==> src/rtl/nis_pkg.sv <==
package nis_pkg;
  localparam int NIS_LVLS = 8;
  localparam int NIS_LW   = $clog2(NIS_LVLS);
  typedef logic [NIS_LW-1:0] lvl_t;
  typedef struct packed {
    logic hit;
    lvl_t lvl;
  } grant_t;
endpackage

==> src/rtl/nis_req_latch.sv <==
module nis_req_latch #(
  parameter int N = 8
) (
  input  logic         clk,
  input  logic         rst_n,
  input  logic [N-1:0] irq_i,
  input  logic [N-1:0] clr_i,
  output logic [N-1:0] req_o
);
  logic [N-1:0] prev_q, req_q, rise;

  assign rise  = irq_i & ~prev_q;
  assign req_o = req_q;

  always_ff @(posedge clk) begin
    if (!rst_n) begin
      prev_q <= '0;
      req_q  <= '0;
    end else begin
      prev_q <= irq_i;
      req_q  <= (req_q & ~clr_i) | rise;
    end
  end

  assert_edge_kept_R2: assert property (@(posedge clk) disable iff (!rst_n)
    (|rise) |=> ((req_q & $past(rise)) == $past(rise)));
endmodule

==> src/rtl/nis_prio.sv <==
module nis_prio
  import nis_pkg::*;
#(
  parameter int N = NIS_LVLS
) (
  input  logic         clk,
  input  logic         rst_n,
  input  logic [N-1:0] req_i,
  input  logic [N-1:0] isr_i,
  output grant_t       win_o,
  output logic [N-1:0] win_oh_o,
  output logic         hp_pend_o
);
  logic [N-1:0] elig, strict, cand;

  assign elig[0] = 1'b1;
  for (genvar i = 1; i < N; i++) begin : g_elig
    assign elig[i] = elig[i-1] & ~isr_i[i-1];
  end
  for (genvar i = 0; i < N; i++) begin : g_strict
    assign strict[i] = elig[i] & ~isr_i[i];
  end

  assign cand      = req_i & elig;
  assign hp_pend_o = |(req_i & strict);

  always_comb begin
    win_o    = '0;
    win_oh_o = '0;
    for (int i = N - 1; i >= 0; i--) begin
      if (cand[i]) begin
        win_o.hit = 1'b1;
        win_o.lvl = lvl_t'(i);
        win_oh_o  = '0;
        win_oh_o[i] = 1'b1;
      end
    end
  end

  assert_grant_onehot_R3: assert property (@(posedge clk) disable iff (!rst_n)
    $onehot0(win_oh_o));
  assert_hp_has_winner_R7: assert property (@(posedge clk) disable iff (!rst_n)
    hp_pend_o |-> win_o.hit);
endmodule

==> src/rtl/nis_isr.sv <==
module nis_isr
  import nis_pkg::*;
#(
  parameter int N = NIS_LVLS
) (
  input  logic         clk,
  input  logic         rst_n,
  input  logic         set_en,
  input  lvl_t         set_lvl,
  input  logic         eoi_en,
  input  lvl_t         eoi_lvl,
  output logic [N-1:0] isr_o
);
  logic [N-1:0] isr_q;
  assign isr_o = isr_q;

  always_ff @(posedge clk) begin
    if (!rst_n) begin
      isr_q <= '0;
    end else begin
      for (int i = 0; i < N; i++) begin
        if (set_en && set_lvl == lvl_t'(i)) isr_q[i] <= 1'b1;
        else if (eoi_en && eoi_lvl == lvl_t'(i)) isr_q[i] <= 1'b0;
      end
    end
  end

  assert_eoi_clears_R8: assert property (@(posedge clk) disable iff (!rst_n)
    (eoi_en && !(set_en && set_lvl == eoi_lvl)) |=> !isr_q[$past(eoi_lvl)]);
endmodule

==> src/rtl/nest_irq_slave.sv <==
module nest_irq_slave
  import nis_pkg::*;
#(
  parameter int                ADDR_W    = 8,
  parameter int                VEC_W     = 8,
  parameter logic [ADDR_W-1:0] BASE_ADDR = 'h20,
  parameter logic [ADDR_W-1:0] EOI_ADDR  = 'h22
) (
  input  logic                clk,
  input  logic                rst_n,
  input  logic [NIS_LVLS-1:0] irq_in,
  input  logic                wr_en,
  input  logic [ADDR_W-1:0]   wr_addr,
  input  logic [VEC_W-1:0]    wr_data,
  input  logic                sel_in,
  input  logic                ack_in,
  output logic                int_req,
  output logic                vec_valid,
  output logic [VEC_W-1:0]    vec_data,
  output logic                ack_out
);
  localparam int BASE_W = VEC_W - NIS_LW;

  logic [NIS_LVLS-1:0] req_q, isr_q, win_oh, clr;
  grant_t              win;
  logic                hp_pend, ack_go, eoi_en, base_we;
  logic [BASE_W-1:0]   base_q;
  logic                vv_q, ao_q;
  logic [VEC_W-1:0]    vd_q;

  assign ack_go  = ack_in & sel_in & win.hit;
  assign clr     = ack_go ? win_oh : '0;
  assign eoi_en  = wr_en && (wr_addr == EOI_ADDR);
  assign base_we = wr_en && (wr_addr == BASE_ADDR);

  nis_req_latch #(.N(NIS_LVLS)) u_req (
    .clk(clk), .rst_n(rst_n), .irq_i(irq_in), .clr_i(clr), .req_o(req_q));

  nis_prio #(.N(NIS_LVLS)) u_prio (
    .clk(clk), .rst_n(rst_n), .req_i(req_q), .isr_i(isr_q),
    .win_o(win), .win_oh_o(win_oh), .hp_pend_o(hp_pend));

  nis_isr #(.N(NIS_LVLS)) u_isr (
    .clk(clk), .rst_n(rst_n), .set_en(ack_go), .set_lvl(win.lvl),
    .eoi_en(eoi_en), .eoi_lvl(wr_data[NIS_LW-1:0]), .isr_o(isr_q));

  always_ff @(posedge clk) begin
    if (!rst_n) begin
      base_q <= '0;
      vv_q   <= 1'b0;
      vd_q   <= '0;
      ao_q   <= 1'b0;
    end else begin
      if (base_we) base_q <= wr_data[VEC_W-1:NIS_LW];
      vv_q <= ack_go;
      if (ack_go) vd_q <= {base_q, win.lvl};
      ao_q <= ack_in & ~sel_in;
    end
  end

  assign int_req   = hp_pend;
  assign vec_valid = vv_q;
  assign vec_data  = vd_q;
  assign ack_out   = ao_q;

  assert_vec_needs_sel_R9: assert property (@(posedge clk) disable iff (!rst_n)
    !(ack_in && sel_in) |=> !vec_valid);
  assert_vec_level_in_service_R4: assert property (@(posedge clk) disable iff (!rst_n)
    vec_valid |-> isr_q[vec_data[NIS_LW-1:0]]);
  assert_no_req_no_int_R7: assert property (@(posedge clk) disable iff (!rst_n)
    (req_q == '0) |-> !int_req);
  assert_ackout_excl_vec_R10: assert property (@(posedge clk) disable iff (!rst_n)
    ack_out |-> !vec_valid);
endmodule

==> config.mk <==
export PLATFORM = sky130hd
export DESIGN_NAME = nest_irq_slave
export DESIGN_NICKNAME = d
export VERILOG_FILES = /design/src/rtl/nis_pkg.sv /design/src/rtl/nis_req_latch.sv /design/src/rtl/nis_prio.sv /design/src/rtl/nis_isr.sv /design/src/rtl/nest_irq_slave.sv
export SDC_FILE = /design/constraint.sdc
export NUM_CORES = 1
export LEC_CHECK = 0
export BUFFER_PORTS_ARGS = -buffer_cell sky130_fd_sc_hd__buf_4
export CAP_MARGIN = 30
export CELL_PAD_IN_SITES_DETAIL_PLACEMENT = 0
export CELL_PAD_IN_SITES_GLOBAL_PLACEMENT = 1
export CORE_AREA = 2 2 68 70
export CTS_CLUSTER_DIAMETER = 100
export DETAILED_ROUTE_END_ITERATION = 10
export DIE_AREA = 0 0 70 72
export MAX_ROUTING_LAYER = met4
export PLACE_DENSITY_LB_ADDON = 0.2
export SKIP_CTS_REPAIR_TIMING = 1
export SYNTH_ARGS = -nofsm -noshare
export SYNTH_HDL_FRONTEND = slang
export SYNTH_SLANG_ARGS = --single-unit
==> constraint.sdc <==
create_clock -name clk -period 2.6 [get_ports clk]
set_input_delay 0.26 -clock clk [delete_from_list [all_inputs] [get_ports clk]]
set_output_delay 0.26 -clock clk [all_outputs]
set_load 0.03 [all_outputs]
==> impl_metrics.prom <==
# TYPE chip_impl_metric gauge
chip_impl_info{name="worstSetupPathType",value="reg -> out"} 1
chip_impl_metric{name="grt-ovfl-total",unit=""} 0
chip_impl_metric{name="seq_area_frac_synth",unit="%"} 45.2
chip_impl_metric{name="final-hold-violation-count",unit=""} 0
chip_impl_metric{name="final_net_count",unit=""} 259
chip_impl_metric{name="die-height",unit="microns"} 72
chip_impl_info{name="yosys.area.top_type",value="dfxtp_1"} 1
chip_impl_metric{name="route.antenna.remaining_nets",unit=""} 0
chip_impl_metric{name="relSlewSlack",unit="%"} 54.3
chip_impl_metric{name="cts-buffers-inserted",unit=""} 5
chip_impl_metric{name="yosys.area.top_type_share",unit="%"} 45.2
chip_impl_metric{name="vias",unit=""} 1551
chip_impl_metric{name="setup-violations-final",unit=""} 0
chip_impl_metric{name="synth_area_per_cell",unit="sq um"} 9.05
chip_impl_metric{name="path_max_fanout",unit=""} 6
chip_impl_metric{name="num_antenna_cells",unit=""} 0
chip_impl_metric{name="final.setup_skew",unit="ns"} 0.00367
chip_impl_metric{name="maxCapViolations",unit=""} 0
chip_impl_info{name="cp-start-kind",value="register"} 1
chip_impl_info{name="holdCritPathClass",value="in -> reg"} 1
chip_impl_metric{name="grt_start_max_net_pins",unit=""} 22
chip_impl_metric{name="grt_pass1_vias",unit=""} 1502
chip_impl_metric{name="htree_depth",unit=""} 2
chip_impl_metric{name="grt_first_pass_wirelength",unit="microns"} 7110
chip_impl_info{name="clk_root_buffer_cell",value="clkbuf_8"} 1
chip_impl_info{name="endpoint_kind",value="output pin"} 1
chip_impl_metric{name="clock_sinks",unit=""} 39
chip_impl_metric{name="leakage",unit="nW"} 0.865
chip_impl_metric{name="maxSlewViolCount",unit=""} 0
chip_impl_metric{name="placeable_core_region",unit="sq um"} 4260
chip_impl_metric{name="yosys.area_share.xor_xnor",unit="%"} 0
chip_impl_metric{name="cp_slowest_stage_delay",unit="ns"} 0.41
chip_impl_metric{name="std_cell_rows",unit=""} 24
chip_impl_metric{name="antenna_found_initial",unit=""} 0
chip_impl_metric{name="power.density_cell_area",unit="nW/um^2"} 646
chip_impl_info{name="combinational_family_with_the_most_area_after_synthesis",value="simple AND/OR/NAND/NOR gates"} 1
chip_impl_metric{name="hpwl",unit="microns"} 3220
chip_impl_info{name="synthMostInstantiatedCell",value="dfxtp_1"} 1
chip_impl_info{name="grt_setup_unrepaired",value="no"} 1
chip_impl_metric{name="drtIter0Drc",unit=""} 148
chip_impl_metric{name="die_area",unit="sq um"} 5040
chip_impl_info{name="outcome",value="finished, final reports clean"} 1
chip_impl_metric{name="synth-compound-area-share",unit="%"} 21.0
chip_impl_metric{name="grtUsageTotal",unit="%"} 18.4
chip_impl_metric{name="clock_latency",unit="ns"} 0.29
chip_impl_metric{name="timing.final.crit_share",unit="%"} 70.7
chip_impl_metric{name="worstMarginPinSlew",unit="ns"} 0.684
chip_impl_metric{name="area.sequential",unit="sq um"} 781
chip_impl_info{name="crit_path_top_delay_cell",value="nor4_2"} 1
chip_impl_metric{name="route.detailed.wl_per_inst",unit="microns"} 14.9
chip_impl_info{name="top_post_synthesis_cells_by_area",value="dfxtp_1, a21oi_1, mux2i_1"} 1
chip_impl_metric{name="async_set_or_reset_flop_fraction_in_the_synthesized_netlist",unit="%"} 0
chip_impl_metric{name="boundaryPins",unit=""} 40
chip_impl_info{name="synth-main-ff-cell",value="dfxtp_1"} 1
chip_impl_metric{name="multiInputGateArea",unit="sq um"} 882
chip_impl_metric{name="fraction_of_final_layout_cells_with_drive_strength_greater_than_1",unit="%"} 24.7
chip_impl_metric{name="total_power",unit="mW"} 1.40
chip_impl_metric{name="synth.distinct_cells",unit=""} 44
chip_impl_metric{name="clk_transition_reported_paths",unit="ns"} 0.08
chip_impl_metric{name="ys_ff_latch",unit=""} 39
chip_impl_metric{name="timing.hold.ws",unit="ns"} 0.131
chip_impl_metric{name="mappedNetlistNets",unit=""} 220
chip_impl_metric{name="synth.yosys.warnings",unit=""} 0
chip_impl_metric{name="die-width",unit="microns"} 70
chip_impl_metric{name="peak_supply_drop",unit="mV"} 0.313
chip_impl_metric{name="totalWireLength",unit="microns"} 4200
chip_impl_metric{name="final.fill_count",unit=""} 441
chip_impl_metric{name="drt-vias-per-instance",unit=""} 5.48
chip_impl_metric{name="muxShareOfSynthArea",unit="%"} 3.48
chip_impl_metric{name="critical_path_required",unit="ns"} 2.34
chip_impl_metric{name="synth_enable_flop_cells",unit=""} 0
chip_impl_metric{name="synthCells",unit=""} 191
chip_impl_metric{name="drt-pass1-iter-count",unit=""} 4
chip_impl_metric{name="area_growth",unit="%"} 25.3
chip_impl_metric{name="initial_util",unit="%"} 40.5
chip_impl_metric{name="rd_place_congestion",unit=""} 0.879
chip_impl_metric{name="synth-adder-area-share",unit="%"} 0
chip_impl_metric{name="layout_min_cycle_time",unit="ns"} 1.84
chip_impl_metric{name="timing.fmax",unit="MHz"} 544
chip_impl_metric{name="synth.cell_area",unit="sq um"} 1730
chip_impl_metric{name="timing.critical_path.arrival",unit="ns"} 1.58
chip_impl_info{name="synthTopCellsByCount",value="dfxtp_1, a21oi_1, nor2_1"} 1
chip_impl_metric{name="post-route-drc-count",unit=""} 0
chip_impl_info{name="critical_path.cell_chain",value="nor4_2, nand2_1, o221ai_1, buf_4"} 1
chip_impl_info{name="cts_tree",value="yes"} 1
chip_impl_metric{name="yosys.area_share.simple",unit="%"} 26.6
chip_impl_metric{name="numPortBuffers",unit=""} 39
chip_impl_metric{name="setup_total_negative_slack",unit="ns"} 0
chip_impl_metric{name="buffer_depth_of_the_longest_clock_path",unit=""} 2
==> per-layer routing <==
metal / routed length (microns) / share of wire (%) / track usage [%]
met5: 0 / 0 / -
met4: 57 / 1.4 / 6.84
met1: 1870 / 44 / 23.8
met2: 1920 / 46 / 28.3
met3: 356 / 8.5 / 4.58
==> layout make-up <==
| type | count | area share (%) |
|---|---|---|
| well taps | 52 | 3.01 |
| inverters | 7 | 1.21 |
| repair buffers | 39 | 13.5 |
| clock inverters | 2 | 1.62 |
| clock buffers | 6 | 3.82 |
| multi-input cells | 138 | 40.8 |
| flip-flops and latches | 39 | 36.1 |
==> per-stage QoR <==
| stage | util [%] | instance area, sq um | std cells | worst slack [ns] |
|---|---|---|---|---|
| 6_report | 50.8 | 2160 | 283 | 0.762 |
| 2_1_floorplan | - | 1730 | 191 | 1.01 |
| 5_1_grt | 50.8 | 2160 | 283 | 0.630 |
| 4_1_cts | 50.8 | 2160 | 283 | 0.754 |
| 3_5_place_dp | 48.0 | 2050 | 275 | 0.779 |
| 3_3_place_gp | 48.0 | 2050 | 275 | 0.796 |
==> worst paths after layout <==
path,from,to,slack (ns),cells after the start
worst min register to register,u_req.prev_q[5],u_req.req_o[5],0.45,1
worst max register to register,u_isr.isr_o[0],u_isr.isr_o[7],0.81,4
worst max-delay path,u_isr.isr_o[2],int_req,0.76,4
worst min-delay path,sel_in,ack_out,0.13,2
==> registers in the layout, summed over array words and instances, names as in the netlist <==
name and count:
u_req.req_o 8, base_q 5, ack_out 1, vec_data 8, vec_valid 1, u_isr.isr_o 8, u_req.prev_q 8
==> where the power goes <==
group          leakage (nW)  switching [mW]  internal [mW]  total [mW]
Clock                0.0612           0.211          0.310       0.522
Combinational         0.485           0.130         0.0976       0.227
Sequential            0.320          0.0255          0.623       0.649
==> kinds of logic after synthesis <==
logic type      count (synthesis)
compound gates                 55
simple gates                   77
mux                             6
buf+inv                        14
flops                          39
==> critical path: cells and delay by family, from the launching register on <==
kind	cells	cell delay, ns
compound gates	1	0.21
buf+inv	1	0.20
flops	1	0.37
simple gates	2	0.50
==> cells in the final DEF (no fill, tap or decap), drive strengths merged, types with 7 or more instances in the layout <==
cell	n
dfxtp	39
buf	39
nor2	18
a21oi	17
o21ai	14
nand2	11
nand3	10
nor2b	8
and2	8
inv	7
o211ai	7
Power figures use the tool's default switching activity.
